[config.mk]
export PLATFORM = sky130hd
export DESIGN_NAME = gpio_banked_ctrl
export DESIGN_NICKNAME = d
export VERILOG_FILES = /design/src/rtl/gpio_bank_pkg.sv /design/src/rtl/gpio_pin_sync.sv /design/src/rtl/gpio_regset.sv /design/src/rtl/gpio_banked_ctrl.sv
export SDC_FILE = /design/constraint.sdc
export NUM_CORES = 1
export LEC_CHECK = 0
export BUFFER_PORTS_ARGS = -buffer_cell sky130_fd_sc_hd__buf_4
export CORE_MARGIN = 4
export CORE_UTILIZATION = 56
export DETAILED_ROUTE_END_ITERATION = 10
export PLACE_DENSITY = 0.77
export REMOVE_ABC_BUFFERS = 1
export SLEW_MARGIN = 10
export SYNTH_ARGS = -nofsm -noshare
export SYNTH_HDL_FRONTEND = slang
export SYNTH_SLANG_ARGS = --single-unit
[constraint.sdc]
create_clock -name clk -period 7.18 [get_ports clk]
set_input_delay 0.359 -clock clk [delete_from_list [all_inputs] [get_ports clk]]
set_output_delay 0.359 -clock clk [all_outputs]
set_load 0.01 [all_outputs]
[src/rtl/gpio_bank_pkg.sv]
// Shared constants and the register index type of the banked GPIO block.
// Assumes a byte-addressed bus with 32-bit words.
package gpio_bank_pkg;
    localparam int WORD_W       = 32;
    localparam int SET_PINS     = 32;
    localparam int BANK_PINS    = 16;
    localparam int MAX_PINS     = 144;
    localparam int REGS_PER_SET = 10;
    localparam int SET_BASE     = 'h10;
    localparam int SET_STRIDE   = 'h28;
    localparam int BANK_EN_ADDR = 'h08;

    // Word index inside one register set; the order fixes the offsets.
    typedef enum logic [3:0] {
        RIX_DIR  = 4'd0,
        RIX_OUT  = 4'd1,
        RIX_SETD = 4'd2,
        RIX_CLRD = 4'd3,
        RIX_IN   = 4'd4,
        RIX_SETR = 4'd5,
        RIX_CLRR = 4'd6,
        RIX_SETF = 4'd7,
        RIX_CLRF = 4'd8,
        RIX_STAT = 4'd9
    } reg_idx_e;
endpackage

[src/rtl/gpio_pin_sync.sv]
// Two-flop synchroniser for a vector of asynchronous pad inputs.
// Assumes each bit is independent; no multi-bit coherence is given.
module gpio_pin_sync #(
    parameter int WIDTH = 32
) (
    input  logic             clk,
    input  logic             rst_n,
    input  logic [WIDTH-1:0] din,
    output logic [WIDTH-1:0] dout
);
    logic [WIDTH-1:0] meta_q;

    // Two register stages that bring the pad levels into the clock domain.
    always_ff @(posedge clk) begin
        if (!rst_n) begin
            meta_q <= '0;
            dout   <= '0;
        end else begin
            meta_q <= din;
            dout   <= meta_q;
        end
    end
endmodule

[src/rtl/gpio_regset.sv]
// One 32-pin register set: direction, output latch, edge enables,
// edge detection and write-one-to-clear status. Assumes pin_sync is
// already synchronised and wr_en is only high for an in-range word.
module gpio_regset
    import gpio_bank_pkg::*;
(
    input  logic        clk,
    input  logic        rst_n,
    input  logic        wr_en,
    input  reg_idx_e    idx,
    input  logic [31:0] wdata,
    input  logic [31:0] pin_sync,
    output logic [31:0] rdata,
    output logic [31:0] dir_q,
    output logic [31:0] out_q,
    output logic [31:0] stat_q,
    output logic [1:0]  half_any
);
    logic [31:0] rise_q;
    logic [31:0] fall_q;
    logic [31:0] prev_q;
    logic [31:0] edge_hit;
    logic [31:0] clr_mask;

    assign edge_hit = (pin_sync & ~prev_q & rise_q) | (~pin_sync & prev_q & fall_q);
    assign clr_mask = (wr_en && idx == RIX_STAT) ? wdata : '0;
    assign half_any = {|stat_q[31:16], |stat_q[15:0]};

    // Direction word, written whole; reset makes every pin an input.
    always_ff @(posedge clk) begin
        if (!rst_n)                          dir_q <= '1;
        else if (wr_en && idx == RIX_DIR)    dir_q <= wdata;
    end

    // Output latch, changed only through the set and clear words.
    always_ff @(posedge clk) begin
        if (!rst_n)                          out_q <= '0;
        else if (wr_en && idx == RIX_SETD)   out_q <= out_q | wdata;
        else if (wr_en && idx == RIX_CLRD)   out_q <= out_q & ~wdata;
    end

    // Rising-edge enables through their set and clear words.
    always_ff @(posedge clk) begin
        if (!rst_n)                          rise_q <= '0;
        else if (wr_en && idx == RIX_SETR)   rise_q <= rise_q | wdata;
        else if (wr_en && idx == RIX_CLRR)   rise_q <= rise_q & ~wdata;
    end

    // Falling-edge enables through their set and clear words.
    always_ff @(posedge clk) begin
        if (!rst_n)                          fall_q <= '0;
        else if (wr_en && idx == RIX_SETF)   fall_q <= fall_q | wdata;
        else if (wr_en && idx == RIX_CLRF)   fall_q <= fall_q & ~wdata;
    end

    // Previous synchronised level, the reference for edge detection.
    always_ff @(posedge clk) begin
        if (!rst_n) prev_q <= '0;
        else        prev_q <= pin_sync;
    end

    // Status: a new edge wins over a simultaneous write-one clear.
    always_ff @(posedge clk) begin
        if (!rst_n) stat_q <= '0;
        else        stat_q <= (stat_q & ~clr_mask) | edge_hit;
    end

    // Read selection for the addressed word.
    always_comb begin
        unique case (idx)
            RIX_DIR:                      rdata = dir_q;
            RIX_OUT, RIX_SETD, RIX_CLRD:  rdata = out_q;
            RIX_IN:                       rdata = pin_sync;
            RIX_SETR, RIX_CLRR:           rdata = rise_q;
            RIX_SETF, RIX_CLRF:           rdata = fall_q;
            RIX_STAT:                     rdata = stat_q;
            default:                      rdata = '0;
        endcase
    end
endmodule

[src/rtl/gpio_banked_ctrl.sv]
// Top of the banked GPIO controller: address decode, read mux,
// synchroniser, register sets and gated per-bank interrupt levels.
// Assumes NUM_PINS in 1..144 and ADDR_W wide enough for the last set.
module gpio_banked_ctrl
    import gpio_bank_pkg::*;
#(
    parameter int  NUM_PINS  = 64,
    parameter int  ADDR_W    = 8,
    localparam int NUM_BANKS = (NUM_PINS + BANK_PINS - 1) / BANK_PINS
) (
    input  logic                 clk,
    input  logic                 rst_n,
    input  logic                 bus_sel,
    input  logic                 bus_wr,
    input  logic [ADDR_W-1:0]    bus_addr,
    input  logic [31:0]          bus_wdata,
    output logic [31:0]          bus_rdata,
    input  logic [NUM_PINS-1:0]  pin_in,
    output logic [NUM_PINS-1:0]  pin_out,
    output logic [NUM_PINS-1:0]  pin_oe,
    output logic [NUM_BANKS-1:0] bank_irq
);
    localparam int NUM_SETS = (NUM_PINS + SET_PINS - 1) / SET_PINS;
    localparam int PAD_PINS = NUM_SETS * SET_PINS;

    logic [PAD_PINS-1:0]   pin_pad;
    logic [PAD_PINS-1:0]   pin_sync;
    logic [PAD_PINS-1:0]   dir_all;
    logic [PAD_PINS-1:0]   out_all;
    logic [PAD_PINS-1:0]   stat_all;
    logic [2*NUM_SETS-1:0] half_flat;
    logic [NUM_SETS-1:0]   set_hit;
    logic [31:0]           set_rd [NUM_SETS];
    logic [NUM_BANKS-1:0]  ben;
    logic                  ben_hit;
    logic                  bus_we;

    assign pin_pad = PAD_PINS'(pin_in);
    assign bus_we  = bus_sel && bus_wr;
    assign ben_hit = (bus_addr == ADDR_W'(BANK_EN_ADDR));

    gpio_pin_sync #(.WIDTH(PAD_PINS)) u_sync (
        .clk  (clk),
        .rst_n(rst_n),
        .din  (pin_pad),
        .dout (pin_sync)
    );

    for (genvar k = 0; k < NUM_SETS; k++) begin : g_set
        localparam int BASE = SET_BASE + k * SET_STRIDE;
        logic [ADDR_W-1:0] offs;
        reg_idx_e          set_idx;

        assign offs       = bus_addr - ADDR_W'(BASE);
        assign set_hit[k] = (bus_addr >= ADDR_W'(BASE))
                         && (offs < ADDR_W'(REGS_PER_SET * 4))
                         && (offs[1:0] == 2'b00);
        assign set_idx    = reg_idx_e'(offs[5:2]);

        gpio_regset u_regset (
            .clk     (clk),
            .rst_n   (rst_n),
            .wr_en   (bus_we && set_hit[k]),
            .idx     (set_idx),
            .wdata   (bus_wdata),
            .pin_sync(pin_sync[k*SET_PINS +: SET_PINS]),
            .rdata   (set_rd[k]),
            .dir_q   (dir_all[k*SET_PINS +: SET_PINS]),
            .out_q   (out_all[k*SET_PINS +: SET_PINS]),
            .stat_q  (stat_all[k*SET_PINS +: SET_PINS]),
            .half_any(half_flat[2*k +: 2])
        );
    end

    // Bank enable word, written whole.
    always_ff @(posedge clk) begin
        if (!rst_n)               ben <= '0;
        else if (bus_we && ben_hit) ben <= bus_wdata[NUM_BANKS-1:0];
    end

    // Read mux: zero unless a mapped, aligned word is addressed.
    always_comb begin
        bus_rdata = '0;
        if (bus_sel) begin
            if (ben_hit) bus_rdata = 32'(ben);
            for (int k = 0; k < NUM_SETS; k++) begin
                if (set_hit[k]) bus_rdata = set_rd[k];
            end
        end
    end

    // Bank b maps to half (b mod 2) of set b/2, gated by its enable.
    for (genvar b = 0; b < NUM_BANKS; b++) begin : g_bank
        assign bank_irq[b] = ben[b] & half_flat[b];
    end

    assign pin_out = out_all[NUM_PINS-1:0];
    assign pin_oe  = ~dir_all[NUM_PINS-1:0];
endmodule

======== Word level (Yosys, flattened, before mapping) ========
Index checks and enable logic that the tools add are counted.
operators by class
  bitwise logic cells ..................... 38
  order comparisons ....................... 4
  multiplexer cells ....................... 20
  $add $sub $neg .......................... 2
  multipliers ............................. 0
  reduce and logical (&&, ||, !) cells .... 44
  equal/unequal tests ..................... 19
  shifts and indexed selects .............. 0
  divide/modulo/power cells ............... 0
operators with widths
  operator               count
  $mux W32               17
  $and A32 B32 Y32       16
  $pmux W32 S6           2
  $or A32 B32 Y32        10
  $not A32 Y32           7
  $not A64 Y64           1
  $reduce_or A16 Y1      4
  $eq A4 B3 Y1 const B   8
  $logic_and A1 B1 Y1    24
  $eq A4 B2 Y1 const B   4
  $eq A4 B4 Y1 const B   4
  $lt A8 B6 Y1 const B   2
  $reduce_bool A2 Y1     6
  $eq A4 B1 Y1 const B   2
  $eq A8 B4 Y1 const B   1
  $ge A8 B5 Y1 const B   1
  $ge A8 B6 Y1 const B   1
  $logic_not A4 Y1       2
  $reduce_or A2 Y1       4
  $sub A8 B5 Y8 const B  1
  $sub A8 B6 Y8 const B  1
  $reduce_or A3 Y1       2
  $and A1 B1 Y1          4
  $logic_not A2 Y1       2
  $mux W4                1
word-level totals
  bits in latches ......................... 0
  input port bits ......................... 108
  memories ................................ 0
  memory bits (writable) .................. 0
  bits in registers ....................... 516
  memory bits (read-only) ................. 0

======== Logic depth before layout (Yosys ltp) ========
  word-level depth ........................ 10
  gate-level depth with buffers ........... 11
  gate-level depth less buffers ........... 7

======== Hierarchy ========
A second synthesis with hierarchy kept.
second synthesis, totals
  cell total of the unflattened synthesis .. 2389
  area total of the unflattened synthesis .. 21971.1 sq um
by module, submodules not included
  module            instances  cells each  area each (sq um)  sequential area each (sq um)
  gpio_regset       2          961         8584.5             3843.7
  gpio_pin_sync     1          270         3550.9             2562.5
  gpio_banked_ctrl  1          197         1251.2             80.1

======== Worst setup path before layout ========
OpenSTA, ideal clock, no wires.
  path kind ............................... input to output
  start point ............................. input port bus_addr[3]
  end point ............................... output port bus_rdata[15]
  path slack .............................. 4008 ps
  arrival ................................. 2813 ps
  buffers on the path ..................... 3
  required time ........................... 6821 ps
  stages on the path ...................... 10
  cells stage by stage .................... clkbuf_1 inv_1 ha_1 clkbuf_1 buf_1 mux2i_1 nor2_1 a221o_1 a222oi_1 o22ai_1
on the way
  longest elaborated chain between the ends .. 7
ends and longest elaborated chain
  element                                                     line                                       text
  from (decl)                                                 gpio_banked_ctrl.sv:15                     input logic [ADDR_W-1:0] bus_addr,
  $sub A8 B5 Y8                                               gpio_banked_ctrl.sv:54                     assign offs = bus_addr - ADDR_W'(BASE);
  $lt A8 B6 Y1 (tied with other cells)                        gpio_banked_ctrl.sv:56                     && (offs < ADDR_W'(REGS_PER_SET * 4))
  $logic_and A1 B1 Y1 (tied with other cells)                 gpio_banked_ctrl.sv:56
  $logic_and A1 B1 Y1 / $pmux W32 S6 (equally long branches)  gpio_banked_ctrl.sv:57, gpio_regset.sv:70
  $mux W32                                                    gpio_banked_ctrl.sv:87                     if (set_hit[k]) bus_rdata = set_rd[k];
  $mux W32 (*)                                                gpio_banked_ctrl.sv:87
  $mux W32 (*)                                                gpio_banked_ctrl.sv:84                     if (bus_sel) begin
  to (decl)                                                   gpio_banked_ctrl.sv:17                     output logic [31:0] bus_rdata,
Every way passes the cells marked *; elsewhere a longest branch is shown, timed or not.

======== Worst setup path after layout ========
  start point ............................. input port bus_addr[4]
  end point ............................... output port bus_rdata[8]
Same word-level chain as after synthesis.

==> results by group <==
Run status
  • Status: completed

Power
  • Power per Cell Area: roughly 230 nW/µm²
  • Leakage: between 10 and 15 nW
  • Maximum VDD drop: about 0.00018 V
  • Power Total: ~6.2 mW

Global routing
  • Total GRT Usage: about a third
  • GRT overflow: 0
  • Via count of the first global-routing pass: ~19000
  • First-pass GRT wire length: approximately 110000 µm
  • Antenna violations before repair: 1
  • Largest net degree at the start of global routing: 110

Worst hold path
  • Min-delay worst type: primary input to register

Critical path
  • Critical path endpoint category: primary output
  • Critical Path RT: just under 7 ns
  • WS Path Type: primary input to primary output
  • R2R Setup Slk: 6.27 ns
  • Max FO, Critical Path: 49
  • Startpoint class of the critical path: primary input
  • Critical Path AT: around 3.9 ns

STA
  • Clk_skew: between 0.01 and 0.015 ns
  • F_max: approximately 230 MHz
  • RSZ-0062 raised after global routing: no
  • Final worst-path cycle share: 59.38%
  • Tmin final: roughly 4.3 ns
  • Setup violations, final: 0
  • Worst Max-Slew Pin Slew: about 1.4 ns
  • Slew HR: roughly 8.9%
  • Max Transition Viols Final: 0
  • Hold Vio Cnt, Final: 0

Logic synthesis
  • Asr flop ratio synth: 0%
  • Register area share after synthesis: roughly 47%
  • Synth warnings: 0
  • Distinct cells, synth: just over 60
  • Gate Count Post-Synth: around 2500
  • Syn avg cell area: approximately 8.8 µm²
  • Main flop type after synthesis: dfxtp_1
  • Number of synthesized flops with an enable pin: 0
  • #FFs+latches synth: 516
  • Synth area leaders: dfxtp_1 47%, and2_1 5.6%, nand2_1 4.7%
  • Yosys top cell by area: dfxtp_1
  • Mapped Area: ~22000 µm²
  • Synth top area share: 47.01%

Finish
  • Final Cell Area: ~27000 µm²
  • Layout cells sized above 1: 17.88%
  • Multi-input gate area: between 10000 and 15000 µm²
  • Commonest cells after routing, fill and taps aside: 516 x dfxtp_1, 306 x buf_4, 277 x nand2_1, 197 x and2_1, 190 x a21oi_1
  • Nets: approximately 2800
  • Commonest non-fill, non-tap cell in the layout: dfxtp_1
  • FF/Latch Area: 10330 µm²
  • FILL cells: a little over 3000
  • Layout Area Growth over Synthesis: 20.73%
  • Antenna fix cells: 0

Placement
  • RePlAce Congestion: between 0.9 and 1
  • Placed instance area: 24110 µm²
  • HPWL Detailed: ~46000 µm
  • IO buf count: 271

Floorplanning
  • CORE AREA: approximately 39000 µm²
  • Rows: 72
  • Die span in y: just over 200 µm
  • Die width: approximately 200 µm
  • Die area: 42470 µm²
  • Initial Util: a little under three fifths
  • Io pins: 272

Clock tree
  • Clock root cell: clkbuf_16
  • Number of H-tree levels: 2
  • CTS clk-pin slew, worst paths: roughly 0.060 ns
  • CTS tree: yes
  • CTS max path bufs: 3
  • CTS Sinks: roughly 520
  • Post-cts sizing count: 0
  • Num CTS Buffers: 52
  • Clock Latency Late Sink: 0.59 ns

Routing
  • ANT nets after route: 0
  • Vias after detailed routing: between 20000 and 25000
  • Pre-antenna DRT Iters: 9
  • Initial DRC Count: 2748
  • Vias per inst: 6.324
  • WL per Instance: between 20 and 25 µm
  • DRC errors left: 0
  • Routed WL: between 70000 and 80000 µm

Run
  • Max Cap Viol: 0
## worst max-delay path, cell delays in order
cell	delay, ns
buf_4	0.53
ha_1	0.41
xnor2_2	0.16
buf_4	0.49
mux2_2	0.96
a222oi_1	0.28
and3b_1	0.28
o22ai_1	0.22
buf_4	0.18
## area by class of cell
class / count / area share, %
tap: 518 / 2.443
clock inverter: 17 / 0.9904
inverter: 72 / 1.028
multi-input combinational: 1666 / 39.74
timing repair buffer: 370 / 11.11
clock buffer: 77 / 5.754
sequential: 516 / 38.94
## synth_stat cells, drive strengths merged, types with 39 or more instances
library cell / instances
dfxtp: 516
o22ai: 44
mux2i: 44
a22oi: 92
a211oi: 39
buf: 49
nand2: 277
o211ai: 67
nand3b: 69
a31o: 64
and2: 198
clkbuf: 181
a21oi: 191
inv: 71
nand3: 46
nor2: 113
o21ai: 65
## stage by stage
step / instances / TNS [ns] / hold WS [ns] / util, % / worst slack (ns)
6_report: 3236 / 0 / 0.02566 / 68.49 / 2.917
5_1_grt: 3236 / 0 / 0.002127 / 68.49 / 2.826
4_1_cts: 3235 / 0 / 0.003184 / 68.45 / 3.133
3_5_place_dp: 3079 / 0 / 0.4169 / 62.23 / 2.989
3_3_place_gp: 3079 / 0 / 0.4175 / 62.23 / 3.160
2_1_floorplan: 2254 / -13.56 / 0.4057 / - / -0.4236
## power breakdown
part	internal (mW)	switching, mW	leakage [nW]	total (mW)
clock	1.72	1.13	0.882	2.85
combinational	0.146	0.286	5.68	0.432
sequential	2.91	0.0253	4.19	2.93
## repair_timing
action / CTS / global route
buffers inserted: 0 / 0
hold buffers: 62 / 0
hold endpoints to repair: 62 / 0
## per-layer routing
layer / vias up / part of all wire, % / global-route usage [%]
met2: 1213 / 45 / 52.52
met3: 229 / 11 / 8.395
met4: 2 / 4.1 / 12.60
met5: - / 0.016 / 0
li1: 9348 / - / -
met1: 9673 / 40 / 43.75
## final timing paths
kind	start	endpoint	depth (start not counted)
worst max register to register	u_sync.dout[46]	g_set[1].u_regset.stat_q[14]	2
worst min-delay path	pin_in[30]	u_sync.meta_q[30]	2
worst max-delay path	bus_addr[4]	bus_rdata[8]	9
worst min register to register	u_sync.meta_q[61]	u_sync.dout[61]	1
## cell families after synthesis
logic type	Yosys count	share of synthesized area [%]
XOR/XNOR	3	0.1196
flip-flops	516	47.01
AO/OA/AOI/OAI	823	26.55
AND/OR/NAND/NOR	790	18.57
multiplexers	48	2.209
buffers and inverters	302	5.432
adder cells (fa/ha/maj)	2	0.1139
Note: power is estimated with default switching activity, not from simulation.
